<file path="config.mk">
export PLATFORM = sky130hd
export DESIGN_NAME = busclr_seq
export DESIGN_NICKNAME = d
export VERILOG_FILES = /design/src/rtl/busclr_pkg.sv /design/src/rtl/busclr_tick.sv /design/src/rtl/busclr_fsm.sv /design/src/rtl/busclr_seq.sv
export SDC_FILE = /design/constraint.sdc
export NUM_CORES = 1
export LEC_CHECK = 0
export BUFFER_PORTS_ARGS = -buffer_cell sky130_fd_sc_hd__buf_4
export CAP_MARGIN = 30
export CORE_UTILIZATION = 28
export DETAILED_ROUTE_END_ITERATION = 8
export GPL_ROUTABILITY_DRIVEN = 0
export PLACE_DENSITY = 0.55
export SKIP_LAST_GASP = 1
export SYNTH_ARGS = -nofsm -noshare
export SYNTH_HDL_FRONTEND = slang
export SYNTH_SLANG_ARGS = --single-unit
</file>
<file path="constraint.sdc">
create_clock -name clk -period 1.8 [get_ports clk]
set_clock_uncertainty 0.05 [all_clocks]
set_input_delay 0.09 -clock clk [delete_from_list [all_inputs] [get_ports clk]]
set_output_delay 0.09 -clock clk [all_outputs]
set_load 0.03 [all_outputs]
</file>
<file path="src/rtl/busclr_pkg.sv">
package busclr_pkg;

    typedef enum logic [3:0] {
        ST_IDLE,
        ST_PRE,
        ST_START,
        ST_LO1,
        ST_LO2,
        ST_HI,
        ST_RS_LO,
        ST_RS_SETUP,
        ST_RS_HOLD,
        ST_P_LO,
        ST_P_SETUP,
        ST_P_HOLD
    } seq_state_e;

    typedef struct packed {
        logic scl_pull;
        logic sda_pull;
    } line_drive_t;

    // Quarters per run: idle lead-in and start (4), four per clock, tail (12)
    function automatic int run_quarters(input int n_clocks);
        return 4 + 4 * n_clocks + 12;
    endfunction

    // Remaining-quarter load value on entry: low-phase halves last one quarter
    function automatic logic state_last_q(input seq_state_e s);
        return (s == ST_LO1 || s == ST_LO2) ? 1'b0 : 1'b1;
    endfunction

    function automatic line_drive_t state_drive(input seq_state_e s, input logic first_clk);
        line_drive_t d;
        d = '{scl_pull: 1'b0, sda_pull: 1'b0};
        case (s)
            ST_START:   d.sda_pull = 1'b1;
            ST_LO1:     begin d.scl_pull = 1'b1; d.sda_pull = first_clk; end
            ST_LO2:     d.scl_pull = 1'b1;
            ST_RS_LO:   d.scl_pull = 1'b1;
            ST_RS_HOLD: d.sda_pull = 1'b1;
            ST_P_LO:    begin d.scl_pull = 1'b1; d.sda_pull = 1'b1; end
            ST_P_SETUP: d.sda_pull = 1'b1;
            default:    d = '{scl_pull: 1'b0, sda_pull: 1'b0};
        endcase
        return d;
    endfunction

endpackage

</file>
<file path="src/rtl/busclr_tick.sv">
module busclr_tick #(
    parameter int QUARTER_CYC = 250
) (
    input  logic clk,
    input  logic rst,
    input  logic en,
    output logic tick
);
    localparam int CW = (QUARTER_CYC > 1) ? $clog2(QUARTER_CYC) : 1;

    logic [CW-1:0] cnt;

    assign tick = en && (cnt == CW'(QUARTER_CYC - 1));

    always_ff @(posedge clk) begin
        if (rst || !en) begin
            cnt <= '0;
        end else if (tick) begin
            cnt <= '0;
        end else begin
            cnt <= cnt + 1'b1;
        end
    end
endmodule

</file>
<file path="src/rtl/busclr_fsm.sv">
module busclr_fsm
    import busclr_pkg::*;
#(
    parameter int NUM_CLOCKS = 9
) (
    input  logic       clk,
    input  logic       rst,
    input  logic       kick,
    input  logic       tick,
    output seq_state_e state,
    output logic       first_clk,
    output logic       busy,
    output logic       done,
    output logic       sample_now
);
    localparam int IW = (NUM_CLOCKS > 1) ? $clog2(NUM_CLOCKS) : 1;

    logic          armed;
    logic          qleft;
    logic [IW-1:0] clk_idx;
    seq_state_e    nxt;

    always_comb begin
        case (state)
            ST_PRE:      nxt = ST_START;
            ST_START:    nxt = ST_LO1;
            ST_LO1:      nxt = ST_LO2;
            ST_LO2:      nxt = ST_HI;
            ST_HI:       nxt = (clk_idx == IW'(NUM_CLOCKS - 1)) ? ST_RS_LO : ST_LO1;
            ST_RS_LO:    nxt = ST_RS_SETUP;
            ST_RS_SETUP: nxt = ST_RS_HOLD;
            ST_RS_HOLD:  nxt = ST_P_LO;
            ST_P_LO:     nxt = ST_P_SETUP;
            ST_P_SETUP:  nxt = ST_P_HOLD;
            default:     nxt = ST_IDLE;
        endcase
    end

    always_ff @(posedge clk) begin
        if (rst) begin
            state   <= ST_IDLE;
            armed   <= 1'b1;
            qleft   <= 1'b0;
            clk_idx <= '0;
            done    <= 1'b0;
        end else begin
            done <= 1'b0;
            if (state == ST_IDLE) begin
                if (armed || kick) begin
                    state   <= ST_PRE;
                    qleft   <= state_last_q(ST_PRE);
                    armed   <= 1'b0;
                    clk_idx <= '0;
                end
            end else if (tick) begin
                if (qleft) begin
                    qleft <= 1'b0;
                end else begin
                    state <= nxt;
                    qleft <= state_last_q(nxt);
                    if (state == ST_HI) clk_idx <= clk_idx + 1'b1;
                    if (state == ST_P_HOLD) done <= 1'b1;
                end
            end
        end
    end

    assign busy       = (state != ST_IDLE);
    assign first_clk  = (clk_idx == '0);
    assign sample_now = tick && !qleft && (state == ST_RS_SETUP);
endmodule

</file>
<file path="src/rtl/busclr_seq.sv">
module busclr_seq
    import busclr_pkg::*;
#(
    parameter int QUARTER_CYC = 250,
    parameter int NUM_CLOCKS  = 9
) (
    input  logic clk,
    input  logic rst,
    input  logic kick,
    input  logic scl_in,
    input  logic sda_in,
    output logic scl_pull,
    output logic sda_pull,
    output logic busy,
    output logic done,
    output logic bus_ok
);
    seq_state_e  state;
    logic        tick;
    logic        first_clk;
    logic        sample_now;
    line_drive_t drv;

    busclr_tick #(.QUARTER_CYC(QUARTER_CYC)) u_tick (
        .clk  (clk),
        .rst  (rst),
        .en   (busy),
        .tick (tick)
    );

    busclr_fsm #(.NUM_CLOCKS(NUM_CLOCKS)) u_fsm (
        .clk        (clk),
        .rst        (rst),
        .kick       (kick),
        .tick       (tick),
        .state      (state),
        .first_clk  (first_clk),
        .busy       (busy),
        .done       (done),
        .sample_now (sample_now)
    );

    assign drv      = state_drive(state, first_clk);
    assign scl_pull = drv.scl_pull;
    assign sda_pull = drv.sda_pull;

    always_ff @(posedge clk) begin
        if (rst) begin
            bus_ok <= 1'b0;
        end else if (sample_now) begin
            bus_ok <= scl_in && sda_in;
        end
    end
endmodule

</file>
==> results.yml, run 1 <==
synthesis:
  seq_area_frac_synth_pct: 36.99
  ys_types: 42
  yosys.area.top_type_share_pct: 36.99
  yosysMostFrequentCell: "dfxtp_1"
  synthFlopType: "dfxtp_1"
  synthTopCellsByCount: "dfxtp_1, nor2_1, nand2_1"
  synth_edf_count: 0
  synth_seq_cells: 20
  syn_nets: 134
  ys_async_sr_fraction_pct: 0
  avgSynthCellArea_sq_um: 8.658
  synth_area_leaders: "dfxtp_1, nor2_1, ha_1"
  postSynthCellCount: 125
  synth_top_cell_by_area: "dfxtp_1"
  yosysWarnings: 0
  netlist_area_sq_mm: 0.001082
power_and_ir_drop:
  p_leak_uw: 0.0004848
  p_total_uw: 884.1
  ir_drop_mv: 0.3454
  power.density_mw_per_mm2: 676.1
die:
  dieArea_sq_mm: 0.004118
  fp.dieH_um: 64.17
  num_io_pins: 10
  std_cell_rows: 22
  start_util_pct: 29.34
  core-area_sq_mm: 0.003689
  die_w_um: 64.17
global_routing:
  antenna_found_initial: 0
  met3_usage_pct: 4.286
  grt_pass1_vias: 908
  grt_max_degree: 14
  gr-usage-all-layers_pct: 12.87
  grt_overflow: 0
  gr-usage-met2_pct: 21.94
  grt_pass1_wl_um: 4071
  top_usage_layer: "met2"
  met1_usage_pct: 15.07
clock_network:
  cts_tree: "built"
  clkLatencyLatePin_ns: 0.26
  cts.clk_slew.worst_paths_ns: 0.08
  hold_buffers: 0
  cts_setup_buffers: 0
  clock_sinks: 20
  htreeDepth: 1
  cts_max_path_buffers: 2
  cts_buffers: 3
  root_buffer: "clkbuf_8"
worst_setup_path:
  worst_path_dominant_cell_family: "simple AND/OR/NAND/NOR gates"
  crit_chain: "inv_2 > ha_4 > or4b_4 > a311oi_2 > buf_4"
  r2r_end: "u_fsm.state[3]"
  critPathCaptureType: "output port"
  r2r_setup_slack_ns: 0.13
  critical_path.max_stage_delay_ns: 0.45
  cpMaxStageDelayCell: "or4b_4"
  cp_max_fo: 4
  critPathRequiredTime_ns: 1.66
  cp.buffers_inverters: 2
  arrival_ns: 1.69
  rr_worst_depth: 5
  path_class: "reg2out"
  rr_startpoint: "u_tick.cnt[0]"
  start_kind: "register"
place:
  post-place-ws_ns: 0.1309
  dp_hpwl_um: 1698
  port-buffer-count: 9
detailed_routing:
  drt_iter0_drc: 76
  routed_via_density: 5.005
  vias: 926
  dr.pass1.iters: 4
  routedWlPerCell_um: 12.55
  antenna_left: 0
  routed_wirelength_um: 2322
  drc_errors: 0
hold_path:
  hold_start: "rst"
  min_delay_worst_endpoint: "u_fsm.state[1]"
  hold_class: "in2reg"
  hold_depth: 2
timing:
  period_share_pct: 101.4
  fmax_mhz: 547.8
  slew_headroom_pct: 63.06
  finalHoldViolations: 0
  slew_viol_final: 0
  finalSetupViolations: 1
  worst_slack_ns: -0.02564
  rsz0062_at_grt: "yes"
  fin_crit_ns: 1.826
  tns_ns: -0.02564
  worst_pin_slew_ns: 0.5503
run_status:
  status: "finished, violations left"
  violations: "negative setup slack"
finish:
  drive_gt1_share_pct: 22.63
  area_growth_pct: 20.81
  post-route-util_pct: 35.45
  final_nets: 147
  num_antenna_cells: 0
run:
  drv_cap: 0
==> stage by stage <==
stage                     instance area, sq um  cells  hold slack (ns)
final                                     1308    185          0.03730
after global routing                      1308    185          0.03934
after CTS                                 1285    185          0.03142
after detailed placement                  1224    181           0.3156
after global placement                    1224    181           0.3196
after floorplan                           1089    125           0.2210
==> cell families after synthesis <==
group	after synthesis	share of synthesized area, %
flops	20	36.99
mux	2	1.850
fa+ha+maj	4	4.624
xor+xnor	8	6.474
buf+inv	10	3.814
compound gates	23	14.91
simple gates	58	31.33
==> cell usage in the layout, fill, tap and decap left out, types with 3 or more instances in the layout <==
master,instances
nor2_1,18
dfxtp_1,16
buf_4,13
nand2_1,8
nand3_1,7
xor2_1,5
a21oi_1,5
clkbuf_8,4
nand2b_1,3
xnor2_1,3
o21ai_0,3
nor4_1,3
ha_1,3
==> metal layers <==
metal	vias up	share of wire, %
met2	9	50
met3	2	3.2
met4	0	0.82
li1	477	-
met1	438	46
met5	-	0
==> layout make-up <==
cell class | instances | area [sq um]
Clock buffer | 4 | 55.05
Fill cell | 397 | 2381
Inverter | 5 | 21.27
Multi-Input combinational cell | 95 | 663.1
Sequential cell | 20 | 410.4
Tap cell | 48 | 60.06
Timing Repair Buffer | 13 | 97.59
==> worst max-delay path by stage <==
stage	startpoint	end	slack, ns	cells past startpoint
after global routing	u_fsm.clk_idx[1]	sda_pull	-0.13	5
after CTS	u_fsm.clk_idx[0]	sda_pull	-0.05	5
after detailed placement	u_fsm.state[0]	u_fsm.clk_idx[0]	0.13	5
after floorplan	u_fsm.state[3]	sda_pull	0.08	3
after global placement	u_fsm.clk_idx[0]	sda_pull	0.18	5
final	u_fsm.clk_idx[1]	sda_pull	-0.03	5
==> where the power goes <==
group | switching (uW) | internal (uW) | leakage [uW]
Clock | 150 | 195 | 0.0000288
Combinational | 44.7 | 33.6 | 0.000291
Sequential | 12.3 | 449 | 0.000165
==> sequential cells by signal (all words and copies together) (netlist names) <==
| register | count |
|---|---|
| u_fsm.armed | 1 |
| u_fsm.done | 1 |
| u_fsm.clk_idx | 4 |
| u_fsm.state | 4 |
| u_fsm.qleft | 1 |
| u_tick.cnt | 8 |
| bus_ok | 1 |
==> repair_timing <==
action	in CTS	in global routing
endpoints found under the setup margin	2	2
resized for setup	4	8
pin swaps	1	2
Note: power is estimated with default switching activity, not from simulation.
==> run 2, diff against run 1 <==
--- a/config.mk
+++ b/config.mk
@@ -10,6 +10,7 @@
 export CORE_UTILIZATION = 28
 export DETAILED_ROUTE_END_ITERATION = 8
 export GPL_ROUTABILITY_DRIVEN = 0
+export MAX_ROUTING_LAYER = met4
 export PLACE_DENSITY = 0.55
 export SKIP_LAST_GASP = 1
 export SYNTH_ARGS = -nofsm -noshare
==> run 2 against run 1 <==
- the run still ends with negative setup slack left
- clock power hardly changed
- hold slack worse by 0.00077 ns
- die area stayed put
- cell area stayed put
- non-clock buffer count stayed put
- cell count stayed put
- worst setup slack worse by 0.0016 ns
- global-route usage is 0.36 points higher
- sequential power hardly changed
- maximum frequency hardly changed
- wire length is 0.17% lower
- total power is 0.17% higher
- highest routed layer unchanged
==> results.yml, run 2 (synthesis results as in run 1) <==
worst_setup_path:
  critPathRequiredTime_ns: 1.66
  cp_max_fo: 4
  r2r_setup_slack_ns: 0.13
  arrival_ns: 1.69
  r2r_end: "u_fsm.state[3]"
  start_kind: "register"
  rr_startpoint: "u_tick.cnt[0]"
  rr_worst_depth: 5
  path_class: "reg2out"
  critPathCaptureType: "output port"
clock_network:
  htreeDepth: 1
  clkLatencyLatePin_ns: 0.26
  cts.clk_slew.worst_paths_ns: 0.08
  cts_setup_buffers: 0
  cts_tree: "built"
  cts_max_path_buffers: 2
  cts_buffers: 3
  root_buffer: "clkbuf_8"
  clock_sinks: 20
detailed_routing:
  routed_wirelength_um: 2318
  dr.pass1.iters: 4
  drt_iter0_drc: 97
  met1_length_um: 1058
  vias: 928
  wl_met2_um: 1154
  dr_wl_met3_um: 74
  top_layer: "met4"
  antenna_left: 0
  routed_via_density: 5.016
  routedWlPerCell_um: 12.53
  drc_errors: 0
place:
  post-place-ws_ns: 0.1309
  placed_area_sq_mm: 0.001224
  port-buffer-count: 9
  dp.cells: 181
  dp_hpwl_um: 1698
die:
  core-area_sq_mm: 0.003689
  start_util_pct: 29.34
  fp.dieH_um: 64.17
  num_io_pins: 10
  die_w_um: 64.17
  std_cell_rows: 22
  dieArea_sq_mm: 0.004118
finish:
  area_growth_pct: 20.81
  largest_reg_flops: 8
  final_cell_mix: "nor2_1, dfxtp_1, buf_4"
  final_common_cell: "nor2_1"
  final_nets: 147
  final_cells: 185
  drive_gt1_share_pct: 22.63
  n_fill_cell: 397
  largest_registers: "u_tick.cnt x8, u_fsm.clk_idx x4, u_fsm.state x4"
  fin_area_sq_mm: 0.001308
  regMostFlops: "u_tick.cnt"
  num_antenna_cells: 0
global_routing:
  antenna_found_initial: 0
  gr-usage-all-layers_pct: 13.23
  grt_max_degree: 14
  grt_overflow: 0
  grt_pass1_vias: 909
  grt_pass1_wl_um: 4077
hold_path:
  hold_start: "rst"
  min_delay_worst_endpoint: "u_fsm.state[1]"
  hold_class: "in2reg"
  hold_depth: 2
timing:
  fin_crit_ns: 1.827
  finalSetupViolations: 1
  period_share_pct: 101.5
  slew_headroom_pct: 62.99
  worst_pin_slew_ns: 0.5514
  tns_ns: -0.02725
  fmax_mhz: 547.3
  finalHoldViolations: 0
  rsz0062_at_grt: "yes"
  worst_slack_ns: -0.02725
  slew_viol_final: 0
power_and_ir_drop:
  power.density_mw_per_mm2: 677.3
  ir_drop_mv: 0.3455
  p_total_uw: 885.5
  p_leak_uw: 0.0004848
run_status:
  status: "finished, violations left"
  violations: "negative setup slack"
run:
  drv_cap: 0
## run 2: cell counts in the layout (fill, tap and decap cells not counted)
No cell type changed its count.
## run 2: critical path: stages, from the launching register on
cell and delay, ns:
dfxtp_2 0.34, inv_2 0.07, ha_4 0.13, or4b_4 0.45
a311oi_2 0.24, buf_4 0.20
## run 2: routing by layer
metal | track usage (%) | up-vias
met5 | - | -
met4 | 4.167 | 0
met3 | 4.286 | 4
met2 | 21.94 | 9
met1 | 15.07 | 438
li1 | - | 477
## run 2: worst max path at each step
stage	from	endpoint	slack [ns]	cells past startpoint
floorplan	u_fsm.state[3]	sda_pull	0.08	3
global placement	u_fsm.clk_idx[0]	sda_pull	0.18	5
detailed placement	u_fsm.state[0]	u_fsm.clk_idx[0]	0.13	5
CTS	u_fsm.clk_idx[0]	sda_pull	-0.05	5
global route	u_fsm.clk_idx[1]	sda_pull	-0.13	5
finish	u_fsm.clk_idx[1]	sda_pull	-0.03	5
## run 2: power breakdown
group | total (uW) | internal (uW) | leakage, uW | switching (uW)
sequential | 461 | 449 | 0.000165 | 12.3
clock | 346 | 195 | 0.0000288 | 151
combinational | 78.3 | 33.6 | 0.000291 | 44.7
## run 2: final cells by class
cell class                 instances  area (sq um)  share of cell area (%)
inverter                           5         21.27                   1.627
clock buffer                       4         55.05                   4.211
sequential                        20         410.4                   31.39
tap                               48         60.06                   4.593
timing repair buffer              13         97.59                   7.464
multi-input combinational         95         663.1                   50.72
## run 2: timing repair
action,4_1_cts,5_1_grt
resized for setup,4,8
endpoints found under the setup margin,2,2
hold buffers,0,0
pin swaps,1,2
## run 2: metrics by stage
stage                     hold WS [ns]  util, %
final                          0.03654    35.45
after global routing           0.03934    35.45
after CTS                      0.03142    34.84
after detailed placement        0.3156    33.18
after global placement          0.3196    33.18
after floorplan                 0.2210        -
==> run 3, diff against run 2 <==
--- a/config.mk
+++ b/config.mk
@@ -7,11 +7,12 @@
 export LEC_CHECK = 0
 export BUFFER_PORTS_ARGS = -buffer_cell sky130_fd_sc_hd__buf_4
 export CAP_MARGIN = 30
-export CORE_UTILIZATION = 28
+export CORE_UTILIZATION = 57
 export DETAILED_ROUTE_END_ITERATION = 8
 export GPL_ROUTABILITY_DRIVEN = 0
 export MAX_ROUTING_LAYER = met4
-export PLACE_DENSITY = 0.55
+export PLACE_DENSITY = 0.88
+export SETUP_SLACK_MARGIN = 0.1
 export SKIP_LAST_GASP = 1
 export SYNTH_ARGS = -nofsm -noshare
 export SYNTH_HDL_FRONTEND = slang
==> constraint.sdc (replaced) <==
create_clock -name clk -period 1.8 [get_ports clk]
set_clock_uncertainty 0.05 [all_clocks]
set_input_delay 0.09 -clock clk [delete_from_list [all_inputs] [get_ports clk]]
set_output_delay 0.09 -clock clk [all_outputs]
set_load 0.005 [all_outputs]
==> run 3 against run 2 <==
- the run still ends with negative setup slack left
- sequential cell count unchanged
- critical path depth is the same
- maximum frequency about the same
- count of clock-buffer cells in the layout fell by 1
- register-to-register slack got worse by 0.02 ns
- first-iteration DRC count is 60% lower
- die area down 50%
- cell count decreased by 7.6%
- sequential power up 1%
- total power grew 5.1%
- sequential share of layout area down 1.3 points
- utilization up 43 points
==> results.yml, run 3 (synthesis results as in run 1) <==
run_status:
  status: "finished, violations left"
  violations: "negative setup slack"
place:
  dp_hpwl_um: 1598
  post-place-ws_ns: 0.1351
  port-buffer-count: 9
worst_setup_path:
  start_kind: "register"
  path_class: "reg2out"
  critPathRequiredTime_ns: 1.66
  arrival_ns: 1.69
  critPathCaptureType: "output port"
  cp_max_fo: 2
global_routing:
  antenna_found_initial: 0
  grt_overflow: 0
  grt_pass1_vias: 931
  grt_max_degree: 14
  gr-usage-all-layers_pct: 26.94
  grt_pass1_wl_um: 3926
timing:
  worst_slack_ns: -0.02582
  period_share_pct: 101.4
  slew_viol_final: 0
  finalHoldViolations: 0
  fin_crit_ns: 1.826
  slew_headroom_pct: 66.47
  finalSetupViolations: 1
  tns_ns: -0.02582
  fmax_mhz: 547.7
  rsz0062_at_grt: "yes"
  worst_pin_slew_ns: 0.4996
detailed_routing:
  vias: 1065
  drt_iter0_drc: 39
  routed_wirelength_um: 2820
  routed_via_density: 6.228
  dr.pass1.iters: 4
  routedWlPerCell_um: 16.49
  drc_errors: 0
  antenna_left: 0
finish:
  post-route-util_pct: 78.71
  largest_reg_flops: 8
  regMostFlops: "u_tick.cnt"
  largest_registers: "u_tick.cnt x8, u_fsm.clk_idx x4, u_fsm.state x4"
  drive_gt1_share_pct: 32.19
  final_cell_mix: "buf_4, nor2_1, dfxtp_1"
  area_growth_pct: 26.94
  final_common_cell: "buf_4"
  num_antenna_cells: 0
  final_nets: 156
clock_network:
  clock_sinks: 20
  htreeDepth: 1
  cts_tree: "built"
  cts.clk_slew.worst_paths_ns: 0.12
  clkLatencyLatePin_ns: 0.31
  cts_max_path_buffers: 2
  cts_buffers: 3
  root_buffer: "clkbuf_4"
power_and_ir_drop:
  power.density_mw_per_mm2: 677.6
  ir_drop_mv: 0.5675
  p_total_uw: 930.9
  p_seq_share_pct: 50.1
  clockPowerShare_pct: 40.1
  netSwitchingFraction_pct: 22.64
  p_leak_uw: 0.0005353
  power.switching_uw: 210.8
  p_int_uw: 720.1
  p_comb_share_pct: 9.8
die:
  die_w_um: 45.58
  start_util_pct: 62.01
  std_cell_rows: 15
  core-area_sq_mm: 0.001745
  dieArea_sq_mm: 0.002077
  fp.dieH_um: 45.58
  num_io_pins: 10
run:
  drv_cap: 0
hold_path:
  hold_class: "in2reg"
==> run 3: cell count changes in the layout (fill, tap and decap cells not counted), moves of 2 or more <==
cell      delta
clkbuf_8     -4
clkbuf_4     +3
inv_2        +2
dfxtp_1      -4
dfxtp_2      +5
buf_4        +7
==> run 3: metal layers <==
| layer | routed length (um) | share of wire [%] | vias to the layer above | global-route usage, % |
|---|---|---|---|---|
| li1 | - | - | 501 | - |
| met1 | 1105 | 39 | 504 | 33.99 |
| met2 | 1429 | 51 | 48 | 41.14 |
| met3 | 195 | 6.9 | 12 | 4.762 |
| met4 | 89 | 3.2 | 0 | 13.33 |
| met5 | 0 | 0 | - | - |
==> run 3: path summary, 6_finish.rpt <==
kind | from | slack [ns] | to | depth (start not counted)
max | u_fsm.clk_idx[1] | -0.03 | sda_pull | 5
min | sda_in | 0.13 | bus_ok | 4
max reg2reg | u_tick.cnt[0] | 0.11 | u_fsm.state[3] | 5
min reg2reg | u_fsm.armed | 0.42 | u_fsm.armed | 1
==> run 3: power groups by stage <==
stage                     clock network, uW  registers, uW  logic [uW]
after floorplan                           0            471        49.9
after global routing                    392            468        96.3
after CTS                               372            464        74.4
after detailed placement                  0            474        72.0
final                                   373            467        91.1
after global placement                    0            474        71.1
==> run 3: final cells by class <==
cell class	count	area [sq um]
repair buffers	22	171.4
inverters	5	18.77
multi-input cells	95	686.9
clock inverters	1	30.03
well taps	25	31.28
fillers	111	371.6
clock buffers	3	22.52
flip-flops and latches	20	412.9
==> run 3: what timing repair did <==
| item | CTS | global route |
|---|---|---|
| pin swaps | 3 | 2 |
| setup buffers | 5 | 2 |
| hold buffers | 1 | 0 |
| endpoints found under the hold margin | 4 | 0 |
| resized for setup | 9 | 12 |
| setup endpoints to repair | 2 | 9 |
==> run 3: critical path, stage by stage (launching register included) <==
cell and delay (ns):
dfxtp_2 0.35, inv_2 0.06, ha_4 0.13, or4b_1 0.46, a311oi_2 0.23, buf_4 0.15
==> run 3: stage by stage <==
stage | cells | cell area, sq um | hold slack (ns)
floorplan | 125 | 1082 | 0.2210
global placement | 159 | 1196 | 0.3083
detailed placement | 159 | 1196 | 0.3149
CTS | 169 | 1318 | 0.1238
global route | 171 | 1374 | 0.1268
finish | 171 | 1374 | 0.1298
